[src/rtl/irqlm_pkg.sv]
package irqlm_pkg;
    localparam int DW        = 32;
    localparam int AW        = 2;
    localparam int NLVL      = 16;
    localparam int SOFT_LSB  = 17;
    localparam int SOFT_SHFT = 16;
    localparam int B_BCAST   = 15;
    localparam int B_TMR     = 14;

    localparam logic [DW-1:0] SOFT_MASK = {{(DW-SOFT_LSB){1'b1}}, {SOFT_LSB{1'b0}}};
    localparam logic [DW-1:0] CLR_MASK  = SOFT_MASK | (DW'(1) << B_BCAST);

    typedef enum logic [AW-1:0] {
        OFF_PEND = 2'd0,
        OFF_CLR  = 2'd1,
        OFF_SET  = 2'd2,
        OFF_NONE = 2'd3
    } acc_off_e;

    typedef struct packed {
        logic [DW-1:0] word;
        logic          bcast_prev;
    } pend_st_t;

    typedef struct packed {
        logic [NLVL-1:0] lvl;
    } lvl_st_t;
endpackage

[src/rtl/irqlm_pend.sv]
module irqlm_pend
    import irqlm_pkg::*;
(
    input  logic          clk,
    input  logic          rst_n,
    input  logic          acc_valid,
    input  logic          acc_write,
    input  logic [AW-1:0] acc_addr,
    input  logic [DW-1:0] acc_wdata,
    input  logic          timer_in,
    input  logic          bcast_in,
    output logic [DW-1:0] pend_word
);
    pend_st_t st_d, st_q;
    logic     wr_en;

    assign wr_en = acc_valid && acc_write;

    always_comb begin
        st_d            = st_q;
        st_d.bcast_prev = bcast_in;
        if (wr_en) begin
            case (acc_off_e'(acc_addr))
                OFF_CLR: st_d.word = st_d.word & ~(acc_wdata & CLR_MASK);
                OFF_SET: st_d.word = st_d.word | (acc_wdata & SOFT_MASK);
                default: ;
            endcase
        end
        st_d.word[B_TMR] = timer_in;
        // a broadcast edge overrides a same-cycle software clear
        if (bcast_in && !st_q.bcast_prev) begin
            st_d.word[B_BCAST] = 1'b1;
        end else if (!bcast_in && st_q.bcast_prev) begin
            st_d.word[B_BCAST] = 1'b0;
        end
    end

    always_ff @(posedge clk or negedge rst_n) begin
        if (!rst_n) begin
            st_q <= '0;
        end else begin
            st_q <= st_d;
        end
    end

    assign pend_word = st_q.word;


    soft_set_chk: assert property (@(posedge clk) disable iff (!rst_n)
        (wr_en && acc_addr == OFF_SET) |=>
        ((pend_word & $past(acc_wdata) & SOFT_MASK) == ($past(acc_wdata) & SOFT_MASK)));


    soft_clr_chk: assert property (@(posedge clk) disable iff (!rst_n)
        (wr_en && acc_addr == OFF_CLR) |=>
        ((pend_word & $past(acc_wdata) & SOFT_MASK) == '0));


    tmr_follow_chk: assert property (@(posedge clk) disable iff (!rst_n)
        $past(rst_n) |-> (pend_word[B_TMR] == $past(timer_in)));


    bcast_rise_chk: assert property (@(posedge clk) disable iff (!rst_n)
        ($past(rst_n) && $rose(bcast_in)) |=> pend_word[B_BCAST]);
endmodule

[src/rtl/irqlm_merge.sv]
module irqlm_merge
    import irqlm_pkg::*;
(
    input  logic            clk,
    input  logic            rst_n,
    input  logic [DW-1:0]   pend_word,
    input  logic [NLVL-1:0] hard_lvl_in,
    input  logic            master_dis,
    output logic [NLVL-1:0] lvl_out
);
    lvl_st_t         st_d, st_q;
    logic [NLVL-1:0] soft_lvl;
    logic [NLVL-1:0] direct_lvl;

    always_comb begin
        soft_lvl   = NLVL'(pend_word >> SOFT_SHFT);
        direct_lvl = '0;
        if (!master_dis) begin
            direct_lvl[B_BCAST] = pend_word[B_BCAST];
            direct_lvl[B_TMR]   = pend_word[B_TMR];
        end
        st_d.lvl    = hard_lvl_in | direct_lvl | soft_lvl;
        st_d.lvl[0] = 1'b0;
    end

    always_ff @(posedge clk or negedge rst_n) begin
        if (!rst_n) begin
            st_q <= '0;
        end else begin
            st_q <= st_d;
        end
    end

    assign lvl_out = st_q.lvl;


    mdis_gate_chk: assert property (@(posedge clk) disable iff (!rst_n)
        (master_dis && !hard_lvl_in[B_TMR] && !pend_word[B_TMR + SOFT_SHFT])
        |=> !lvl_out[B_TMR]);


    hard_pass_chk: assert property (@(posedge clk) disable iff (!rst_n)
        $past(rst_n) |->
        ((lvl_out[NLVL-1:1] & $past(hard_lvl_in[NLVL-1:1])) == $past(hard_lvl_in[NLVL-1:1])));
endmodule

[src/rtl/irq_lvl_combiner.sv]
module irq_lvl_combiner
    import irqlm_pkg::*;
(
    input  logic            clk,
    input  logic            rst_n,
    input  logic            acc_valid,
    input  logic            acc_write,
    input  logic [AW-1:0]   acc_addr,
    input  logic [DW-1:0]   acc_wdata,
    output logic [DW-1:0]   acc_rdata,
    input  logic            timer_in,
    input  logic            bcast15_in,
    input  logic [NLVL-1:0] hard_lvl_in,
    input  logic [NLVL-1:0] hard_disp_in,
    input  logic            master_dis,
    output logic [NLVL-1:0] lvl_out
);
    logic [DW-1:0] pend_word;
    logic [DW-1:0] disp_word;

    irqlm_pend u_pend (
        .clk       (clk),
        .rst_n     (rst_n),
        .acc_valid (acc_valid),
        .acc_write (acc_write),
        .acc_addr  (acc_addr),
        .acc_wdata (acc_wdata),
        .timer_in  (timer_in),
        .bcast_in  (bcast15_in),
        .pend_word (pend_word)
    );

    irqlm_merge u_merge (
        .clk         (clk),
        .rst_n       (rst_n),
        .pend_word   (pend_word),
        .hard_lvl_in (hard_lvl_in),
        .master_dis  (master_dis),
        .lvl_out     (lvl_out)
    );

    always_comb begin
        disp_word    = DW'(hard_disp_in);
        disp_word[0] = 1'b0;
        acc_rdata    = '0;
        if (acc_valid && !acc_write && acc_addr == OFF_PEND) begin
            acc_rdata = pend_word | disp_word;
        end
    end


    side_rd_zero_chk: assert property (@(posedge clk) disable iff (!rst_n)
        (acc_valid && !acc_write && acc_addr != OFF_PEND) |-> (acc_rdata == '0));


    rst_quiet_chk: assert property (@(posedge clk)
        (!$past(rst_n)) |-> (lvl_out == '0));
endmodule

[config.mk]
export PLATFORM = sky130hd
export DESIGN_NAME = irq_lvl_combiner
export DESIGN_NICKNAME = d
export VERILOG_FILES = /design/src/rtl/irqlm_pkg.sv /design/src/rtl/irqlm_pend.sv /design/src/rtl/irqlm_merge.sv /design/src/rtl/irq_lvl_combiner.sv
export SDC_FILE = /design/constraint.sdc
export NUM_CORES = 1
export LEC_CHECK = 0
export BUFFER_PORTS_ARGS = -buffer_cell sky130_fd_sc_hd__buf_2
export CORE_ASPECT_RATIO = 1.1
export CORE_UTILIZATION = 40
export CTS_CLUSTER_DIAMETER = 80
export DETAILED_ROUTE_END_ITERATION = 8
export PLACE_DENSITY = 0.81
export SKIP_LAST_GASP = 1
export SLEW_MARGIN = 15
export SYNTH_ARGS = -nofsm -noshare
export SYNTH_HDL_FRONTEND = slang
export SYNTH_SLANG_ARGS = --single-unit
export TNS_END_PERCENT = 10
[constraint.sdc]
create_clock -name clk -period 2.31 [get_ports clk]
set_input_delay 0.1155 -clock clk [delete_from_list [all_inputs] [get_ports clk]]
set_output_delay 0.1155 -clock clk [all_outputs]
set_load 0.01 [all_outputs]
==> reports/results.txt <==
H-tree lvl count - 2
WL final - 3.383 mm
Net Sw Power - 0.3510 mW
Synthesis-to-finish area growth - 42.06%
Crit path arrival time - 1.57 ns
RSZ-0062 raised after global routing - false
Design area - 2240 um2
Rows - 23
Gate power share - 17.9%
Io pins - 121
Crit path capture type - flip-flop
Die Y - 67.85 um
Slew HR - 53.10%
Final setup violation count - 0
Synthesized cell area - 1577 um2
Skew-Pair Late Insertion Delay - 0.28 ns
Root buf cell - clkbuf_8
Overflow after GRT - 0
Max Clk Rate - 0.7091 GHz
Switching Share - 22.84%
Setup Fix Bufs, Post-CTS - 0
Netlist cell types - 20
Final Cycle Share - 61.05%
Syn Inst Count - 139
Hold Path Class - in2reg
Met2 WL post-DR - 1.752 mm
Layout cells sized above 1 - 55.74%
Port Buf Inserts - 99
Peak supply drop - 0.3364 mV
P_int - 1.186 mW
Worst Path Required - 2.47 ns
Via count - 1279
Synthesized area per cell - 11.34 um2
Clock skew - 0.003731 ns
Clock Pin Slew Worst Setup and Hold Paths - 0.06 ns
Global-route wire length before repair - 4.974 mm
Non-Filler Instances - 294
DR DRC count - 0
Largest net degree at the start of global routing - 34
Hpwl dp - 2.616 mm
Final hold vios - 0
Power share of the clock group - 35.3%
Final Wtd Congestion - 0.7131
Final Max Tran Viols - 0
Number of diodes - 0
Via/cell ratio - 4.350
Nets - 321
Power per cell area - 686.1 nW/um2
Startpoint Class - input pin
Top routing layer in use - met4
Status - finished, final reports clean
PostCTS Resize Cnt - 0
Yosys top cell area share - 52.38%
TNS Setup - 0 ns
Clk sinks - 33
Placed cell count - 283
GRT Util Overall - 17.17%
Initial antenna violation count - 0
Async S/R FF share, synth - 100.0%
Die width - 61.86 um
CTS tree - yes
Cell accounting for the most synthesized area - dfrtp_1
WL met1 - 1.314 mm
Flop pwr share - 46.8%
Clock buffer depth - 2
DR pass1 iterations - 4
Seq/Total Area, Yosys - 52.38%
Post-synth EDFFs - 0
Crit Path Category - in2reg
Initial drt markers - 38
Met3 wire length - 226 um
Core Region - 3712 um2
Top FF cell, synth - dfrtp_1
Initial Util - 42.47%
Worst-margin pin slew - 0.7034 ns
Drt wl/cell - 11.51 um
Routed Antenna Nets - 0
Vias in the first global route - 1159
Area contributors post-synth - dfrtp_1 (52%), and2_1 (11%), mux2_4 (9.5%)
Die area - 4197 um2
CP Max Fanout - 3
Syn. warnings - 0
DP Area - 2093 um2
Cell with the most instances after synthesis - dfrtp_1
Max cap viols - 0
Lkg Pwr - 1.277 nW
Final Core Density - 60.33%
Clock buffer count from CTS - 5
Post-synth top cells - dfrtp_1 (33), and2_1 (28), nand2_1 (17)
Seq cells post-synth - 33
Period minus WS final - 1.410 ns
cell usage in the layout (no fill, tap or decap), types with 5 or more instances in the layout:
| master | count |
|---|---|
| mux2_4 | 10 |
| or2_2 | 13 |
| clkbuf_8 | 6 |
| nand2_1 | 17 |
| inv_1 | 6 |
| dfrtp_1 | 33 |
| buf_2 | 99 |
| and2_1 | 28 |
| mux2_2 | 5 |
| ha_1 | 5 |
repair_timing:
action,in CTS,in global routing
setup endpoints to repair,0,0
hold buffers,3,0
endpoints found under the hold margin,35,0
kinds of logic after synthesis:
family / Yosys count / synth area share (%)
and+or+nand+nor: 63 / 21.67
DFF: 33 / 52.38
muxes: 16 / 13.73
buffers and inverters: 15 / 5.475
AOI/OAI and AO/OA: 6 / 2.540
adders and majority gates: 5 / 3.968
other: 1 / 0.2379
per-stage QoR:
| stage | setup slack, ns | power [mW] | hold slack, ns |
|---|---|---|---|
| final | 0.8998 | 1.537 | 0.02355 |
| after global placement | 0.6462 | 0.9907 | 0.2095 |
| after floorplan | 0.9874 | 0.8831 | -0.1801 |
| after global routing | 0.7871 | 1.630 | 0.009969 |
| after detailed placement | 0.6001 | 1.006 | 0.2082 |
| after CTS | 0.8921 | 1.559 | 0.01245 |
path summary, 6_finish.rpt:
check / end / depth (start not counted) / slack (ns) / start
worst max-delay path: u_pend.pend_word[15] / 7 / 0.90 / bcast15_in
worst min-delay path: u_merge.lvl_out[13] / 2 / 0.02 / hard_lvl_in[13]
worst max register to register: u_pend.pend_word[15] / 4 / 1.04 / u_pend.st_q[0]
worst min register to register: u_merge.lvl_out[1] / 1 / 0.48 / flip-flop
max in group asynchronous: u_pend.pend_word[15] / 2 / 1.44 / rst_n
min in group asynchronous: u_merge.lvl_out[12] / 2 / 0.42 / rst_n
power groups by stage:
stage,clock network (mW),registers (mW),logic [mW]
after floorplan,0,0.735,0.148
after global placement,0,0.724,0.267
after detailed placement,0,0.730,0.276
after CTS,0.559,0.720,0.280
after global routing,0.589,0.734,0.307
final,0.542,0.719,0.275
worst max-delay path: stages:
cell	delay (ns)
dlygate4sd3_1	0.52
buf_2	0.12
inv_1	0.04
ha_1	0.27
a21boi_0	0.22
mux2i_1	0.20
o31ai_1	0.08
routing by layer:
metal  global-route usage, %  vias up
met5                       0        -
met4                   9.444        0
met3                   6.049        6
met2                   32.39       67
met1                   15.41      573
li1                        -      633
area by class of cell:
cell class	count	area, um2
repair buffers	104	540.5
well taps	50	62.56
multi-input cells	93	671.9
clock inverters	1	30.03
flip-flops and latches	33	825.8
fillers	345	1473
inverters	6	22.52
clock buffers	7	86.33
Power figures use the tool's default switching activity.
